`src/rtl/gpio_port_pkg.sv`:
```
package gpio_port_pkg;

  typedef enum logic [1:0] {
    REG_PIN = 2'd0,
    REG_LAT = 2'd1,
    REG_DIR = 2'd2,
    REG_CFG = 2'd3
  } regSel_e;

  typedef struct packed {
    logic    latWr;
    logic    dirWr;
    logic    cfgWr;
    regSel_e rdSel;
  } ctrlStrobe_t;

endpackage

```
`src/rtl/gpio_port_ctrl.sv`:
```
module gpio_port_ctrl
  import gpio_port_pkg::*;
(
  input  regSel_e     regAddr,
  input  logic        wrEn,
  output ctrlStrobe_t strobe
);

  always_comb begin
    strobe.latWr = wrEn && (regAddr == REG_PIN || regAddr == REG_LAT);
    strobe.dirWr = wrEn && (regAddr == REG_DIR);
    strobe.cfgWr = wrEn && (regAddr == REG_CFG);
    strobe.rdSel = regAddr;
  end

endmodule

```
`src/rtl/gpio_port_dp.sv`:
```
module gpio_port_dp
  import gpio_port_pkg::*;
#(
  parameter int PIN_COUNT   = 8,
  parameter int SYNC_STAGES = 2,
  parameter int PU_BIT      = 7
) (
  input  logic                 clk,
  input  logic                 rstN,
  input  ctrlStrobe_t          strobe,
  input  logic [PIN_COUNT-1:0] wrData,
  input  logic [PIN_COUNT-1:0] padIn,
  output logic [PIN_COUNT-1:0] rdData,
  output logic [PIN_COUNT-1:0] padOut,
  output logic [PIN_COUNT-1:0] padOe,
  output logic [PIN_COUNT-1:0] padPullUp
);

  localparam int LastStage = SYNC_STAGES - 1;

  logic [PIN_COUNT-1:0] dirReg;
  logic [PIN_COUNT-1:0] latReg;
  logic                 puEn;
  logic [PIN_COUNT-1:0] syncStage [SYNC_STAGES];
  logic [PIN_COUNT-1:0] cfgView;

  always_ff @(posedge clk or negedge rstN) begin
    if (!rstN) begin
      dirReg <= '1;
      latReg <= '0;
      puEn   <= 1'b0;
    end else begin
      if (strobe.dirWr) dirReg <= wrData;
      if (strobe.latWr) latReg <= wrData;
      if (strobe.cfgWr) puEn   <= wrData[PU_BIT];
    end
  end

  genvar s;
  generate
    for (s = 0; s < SYNC_STAGES; s++) begin : g_sync
      always_ff @(posedge clk or negedge rstN) begin
        if (!rstN) begin
          syncStage[s] <= '0;
        end else if (s == 0) begin
          syncStage[s] <= padIn;
        end else begin
          syncStage[s] <= syncStage[(s == 0) ? 0 : s-1];
        end
      end
    end
  endgenerate

  always_comb begin
    cfgView         = '0;
    cfgView[PU_BIT] = puEn;
    unique case (strobe.rdSel)
      REG_PIN: rdData = syncStage[LastStage];
      REG_LAT: rdData = latReg;
      REG_DIR: rdData = dirReg;
      REG_CFG: rdData = cfgView;
      default: rdData = '0;
    endcase
  end

  assign padOut    = latReg;
  assign padOe     = ~dirReg;
  assign padPullUp = {PIN_COUNT{puEn}} & dirReg;

endmodule

```
`src/rtl/gpio_port_top.sv`:
```
module gpio_port_top
  import gpio_port_pkg::*;
#(
  parameter int PIN_COUNT   = 8,
  parameter int SYNC_STAGES = 2,
  parameter int PU_BIT      = 7
) (
  input  logic                 clk,
  input  logic                 rstN,
  input  logic [1:0]           busAddr,
  input  logic                 busWrEn,
  input  logic [PIN_COUNT-1:0] busWrData,
  output logic [PIN_COUNT-1:0] busRdData,
  input  logic [PIN_COUNT-1:0] padIn,
  output logic [PIN_COUNT-1:0] padOut,
  output logic [PIN_COUNT-1:0] padOe,
  output logic [PIN_COUNT-1:0] padPullUp
);

  ctrlStrobe_t strobe;

  gpio_port_ctrl u_ctrl (
    .regAddr (regSel_e'(busAddr)),
    .wrEn    (busWrEn),
    .strobe  (strobe)
  );

  gpio_port_dp #(
    .PIN_COUNT   (PIN_COUNT),
    .SYNC_STAGES (SYNC_STAGES),
    .PU_BIT      (PU_BIT)
  ) u_dp (
    .clk       (clk),
    .rstN      (rstN),
    .strobe    (strobe),
    .wrData    (busWrData),
    .padIn     (padIn),
    .rdData    (busRdData),
    .padOut    (padOut),
    .padOe     (padOe),
    .padPullUp (padPullUp)
  );

endmodule

```
`config.mk`:
```
export PLATFORM = sky130hd
export DESIGN_NAME = gpio_port_top
export DESIGN_NICKNAME = d
export VERILOG_FILES = /design/src/rtl/gpio_port_pkg.sv /design/src/rtl/gpio_port_ctrl.sv /design/src/rtl/gpio_port_dp.sv /design/src/rtl/gpio_port_top.sv
export SDC_FILE = /design/constraint.sdc
export NUM_CORES = 1
export LEC_CHECK = 0
export ABC_CLOCK_PERIOD_IN_PS = 850
export BUFFER_PORTS_ARGS = -buffer_cell sky130_fd_sc_hd__buf_2
export CAP_MARGIN = 20
export CORE_ASPECT_RATIO = 1.5
export CORE_MARGIN = 3
export CORE_UTILIZATION = 43
export CTS_CLUSTER_DIAMETER = 50
export CTS_CLUSTER_SIZE = 8
export DETAILED_ROUTE_END_ITERATION = 10
export HOLD_SLACK_MARGIN = 0.02
export PLACE_DENSITY = 0.8
export REMOVE_ABC_BUFFERS = 1
export SETUP_SLACK_MARGIN = 0.4
export SKIP_CTS_REPAIR_TIMING = 1
export SYNTH_ARGS = -nofsm -noshare
export SYNTH_HDL_FRONTEND = slang
export SYNTH_SLANG_ARGS = --single-unit
```
`constraint.sdc`:
```
create_clock -name clk -period 0.85 [get_ports clk]
set_input_delay 0.0425 -clock clk [delete_from_list [all_inputs] [get_ports clk]]
set_output_delay 0.0425 -clock clk [all_outputs]
set_load 0.02 [all_outputs]
```
## After elaboration in Yosys (flattened, before gate mapping)

Index checks and enable logic that the tools add are counted.

| storage, ports and cells | value |
|---|---|
| bits in registers | 33 |
| output and inout bits | 32 |
| logic and storage cells | 16 |

| cells by class | value |
|---|---|
| equal/unequal tests | 3 |
| mux-type cells | 1 |
| bitwise operators | 2 |
| reductions and logical operators | 5 |

Operator list:

| operator | count |
|---|---|
| $pmux 8 s4 | 1 |
| $and 8x8->8 | 1 |
| $not 8->8 | 1 |
| $eq 2x2->1 const B | 2 |
| $logic_and 1x1->1 | 3 |
| $eq 2x1->1 const B | 1 |
| $logic_not 2->1 | 1 |
| $logic_or 1x1->1 | 1 |

## Longest topological paths before layout

| depth | value |
|---|---|
| depth after elaboration | 3 |
| depth in mapped cells | 4 |

## Cells and area by module

Synthesis repeated with hierarchy kept, for this count alone.

| second synthesis, totals | value |
|---|---|
| cell total of the unflattened synthesis | 100 |
| area, all modules | 1318.8 um2 |

Modules (own cells, without submodules):

| module | instances | cells an instance | area each (um2) | seq. area each (um2) |
|---|---|---|---|---|
| gpio_port_dp | 1 | 95 | 1277.5 | 835.8 |
| gpio_port_ctrl | 1 | 5 | 41.3 | 0.0 |

## Worst setup path before layout

Ideal clock, no wire load.

| timing | value |
|---|---|
| kind | reg-to-output |
| start | register u_dp.latReg[7], in the netlist u_dp.padOut[7] |
| end | output port busRdData[7] |
| arrival time | 0.982 ns |
| path slack | -0.174 ns |
| cell stages (with the launch flop) | 2 |
| path buffers | 0 |
| path through | dfrtp_1 > mux4_2 |

| between the ends | value |
|---|---|
| cells in the longest elaborated chain, start to end | 1 |

RTL lines:

| what | RTL line | source |
|---|---|---|
| start, declared | gpio_port_dp.sv:22 | `logic [PIN_COUNT-1:0] latReg;` |
| start signal, assigned | gpio_port_dp.sv:34 | `if (strobe.latWr) latReg <= wrData;` |
| $pmux 8 s4 | gpio_port_dp.sv:57 | `unique case (strobe.rdSel)` |
| end, declared | gpio_port_top.sv:13 | `output logic [PIN_COUNT-1:0] busRdData,` |

Every way passes these cells.

## Worst setup path after layout

| timing | value |
|---|---|
| start | register u_dp.puEn |
| end | output port busRdData[7] |

| between the ends | value |
|---|---|
| cells in the longest elaborated chain, start to end | 1 |

RTL lines:

| what | RTL line | source |
|---|---|---|
| start, declared | gpio_port_dp.sv:23 | `logic puEn;` |
| start signal, assigned | gpio_port_dp.sv:35 | `if (strobe.cfgWr) puEn <= wrData[PU_BIT];` |
| $pmux 8 s4 | gpio_port_dp.sv:57 |  |

Every way passes these cells.

==> implementation parameters <==
Parameter                              Value

Route
  Average wire per standard cell ... 17.6 um
  Total wire length after detailed routing ... 3.63 mm
  Per-cell via count in the routed design ... 4.84
  Total number of vias ... 997
  Number of design rule violations left after detail routing ... 0
  Count of antenna-violating nets left after detailed routing ... 0
  Pre-antenna DRT Iters ... 4
  Drt initial violations ... 14

Timing
  Hold Vio Cnt, Final ... 36
  Relative max-transition margin ... 79.3%
  Post-layout minimum cycle time ... 1340 ps
  Final Max Slew Viols ... 0
  Unrepaired setup endpoints after global routing ... yes
  Period utilisation layout ... 158%
  Hold Slack ... -356 ps
  Setup WS post-layout ... -489 ps
  Slew of the pin with the lowest slew margin ... 311 ps
  Maximum clock rate ... 0.747 GHz
  Worst clock skew ... 9.37 ps
  Total Negative Setup Slacks ... -8790 ps
  Total of endpoints with negative setup slack in the final report ... 37

Cells and area
  Inserted Diodes ... 0
  Sequential Area ... 836 um^2
  Final #Nets ... 187
  Commonest non-fill, non-tap cells in the layout ... 36 x sky130_fd_sc_hd__buf_6, 25 x sky130_fd_sc_hd__dfrtp_1, 23 x sky130_fd_sc_hd__buf_2
  Most common library cell in the layout ignoring fill and taps ... sky130_fd_sc_hd__buf_6
  Filler Cell Count ... 174
  Post-layout instance area ... 0.00221 mm^2
  Final Instance Count excl. Fillers ... 206
  Footprint of the multi-input gates ... 563 um^2
  Synth-to-layout area growth ... 62.0%
  Share of cells above drive strength 1 ... 76.6%
  Core occupancy in the finished layout ... 74.5%

Logic synthesis
  Fraction of synthesized area in multiplexers ... 23.0%
  Combined area of all synthesized cells ... 0.00137 mm^2
  Post-synthesis async set-or-reset flop share ... 100%
  Simple-gate share of the synthesized area ... 6.59%
  Adder-cell share of the synthesized area ... 0%
  EDFF count, synth ... 0
  Post-synthesis xor/xnor area fraction ... 0%
  #FFs+latches synth ... 33
  Main synth FF type ... sky130_fd_sc_hd__dfrtp_1
  Dominant combinational cell family by area after synthesis ... multiplexers
  Sequential fraction of the synthesis area ... 61.2%
  Number of cells produced by synthesis ... 89
  Library cell with the largest summed area after synthesis ... sky130_fd_sc_hd__dfrtp_1
  Count of different cell masters after synthesis ... 17
  Share of the synthesized area in compound gates (AO/OA/AOI/OAI) ... 4.49%
  Largest cells by area after synthesis ... sky130_fd_sc_hd__dfrtp_1 46%, sky130_fd_sc_hd__dfstp_2 15%, sky130_fd_sc_hd__mux2_4 8.8%, sky130_fd_sc_hd__mux2_1 6.6%, sky130_fd_sc_hd__mux2i_1 5.1%
  Post-Synthesis Mean Instance Area ... 15.4 um^2
  Synthesis warning total ... 0
  Area share of the leading cell type in the synthesized netlist ... 45.8%

Critical path
  Worst path arrival time ... 1300 ps
  Kind of start point of the critical path ... flop
  Required time reported for the critical path endpoint ... 810 ps
  Max incr delay on CP ... 480 ps
  Highest net fanout along the worst path ... 2
  Cells along the critical path ... mux4_2, buf_6
  Slowest cell on the critical path ... sky130_fd_sc_hd__mux4_2
  Worst Reg2Reg Path Length in Cells ... 3
  Endpoint kind of the worst setup timing path ... output port
  Path type of the worst setup path ... reg -> out

Clock tree
  Number of buffers created by CTS ... 5
  Root cell of the clock tree ... sky130_fd_sc_hd__clkbuf_8
  Sink count of the clock tree ... 33
  Post-CTS clock slew at the launch and capture registers of the worst setup and hold paths ... 70 ps
  Number of buffers on the longest clock path ... 2
  CTS HTree Levels ... 2
  Worst-Skew Late Latency ... 280 ps
  Clock tree from TritonCTS ... done

Place
  DP Wirelength ... 2.39 mm
  Routability congestion estimate ... 0.688
  Placement-stage worst setup slack ... -173 ps
  Standard cell area after detailed placement ... 0.00177 mm^2
  Port buffer count ... 52
  Placed cell count ... 191

Floorplan
  Die ar. ... 0.00390 mm^2
  Std cell rows ... 24
  Die extent in y ... 75.0 um
  Horizontal die dimension ... 52.0 um
  Top-level I/O count ... 53
  Placeable Area ... 0.00297 mm^2
  Initial Util ... 46.0%

Global routing
  First-pass GRT wire length ... 4.90 mm
  Number of global-route vias before repair ... 1038
  Antenna violations before repair ... 0
  Gr usage total ... 17.4%
  Largest net degree at the start of global routing ... 23
  Grt ovf ... 0

Power
  Power per cell area ... 2230 mW/mm^2
  Leakage ... 1.10 nW
  Design Power ... 4.92 mW
  Max IR drop VDD ... 0.00159 V

Run status
  Outcome ... finished, violations left
  Violations in the final reports ... hold timing, setup timing

Hold path
  Worst hold path type ... in -> async

Job
  Max-cap violation count ... 0
critical path, delay by kind of cell, from the launching register on:
family                 cells  cell delay (ps)
buffers and inverters      1              150
flip-flops                 1              390
multiplexers               1              480
cell type report:
class,count,area share [%]
well taps,39,2.20
multi-input cells,44,25.4
repair buffers,74,29.2
flip-flops and latches,33,37.8
inverters,8,1.36
clock buffers,8,4.07
routing by layer:
layer / track usage, % / wire (um)
met2: 31.6 / 2090
met4: 7.00 / 69
met1: 18.8 / 1300
met3: 4.95 / 169
met5: 0 / 0
cell families after synthesis:
| group | Yosys count |
|---|---|
| flops | 33 |
| mux | 25 |
| simple gates | 12 |
| buf+inv | 12 |
| compound gates | 7 |
power breakdown:
| group | internal, mW | switching (mW) |
|---|---|---|
| registers | 1.81 | 0.183 |
| logic | 0.987 | 0.775 |
| clock network | 0.659 | 0.515 |
cells in the mapped netlist (2+ instances only):
cell	number
sky130_fd_sc_hd__and2_1	8
sky130_fd_sc_hd__buf_6	2
sky130_fd_sc_hd__dfrtp_1	25
sky130_fd_sc_hd__dfstp_2	8
sky130_fd_sc_hd__inv_1	8
sky130_fd_sc_hd__mux2_1	8
sky130_fd_sc_hd__mux2_4	8
sky130_fd_sc_hd__mux2i_1	7
sky130_fd_sc_hd__o2bb2ai_1	7
registers in the layout, indices dropped and copies added, names as in the netlist:
name	flops
u_dp.syncStage	16
u_dp.padOut	8
u_dp.puEn	1
u_dp.dirReg	8
final timing paths:
kind,to,slack (ps),startpoint
max in group asynchronous,u_dp.dirReg[3]$_DFFE_PN1P_,710,rstN
worst max-delay path,busRdData[7],-490,u_dp.puEn$_DFFE_PN0P_
worst min register to register,u_dp.syncStage[5]$_DFF_PN0_,350,u_dp.syncStage[13]$_DFF_PN0_
worst max register to register,u_dp.puEn$_DFFE_PN0P_,-220,u_dp.puEn$_DFFE_PN0P_
worst min-delay path,u_dp.syncStage[2]$_DFF_PN0_,-360,rstN
min in group clk,u_dp.syncStage[14]$_DFF_PN0_,-140,padIn[6]
(Power assumes the default switching activity.)
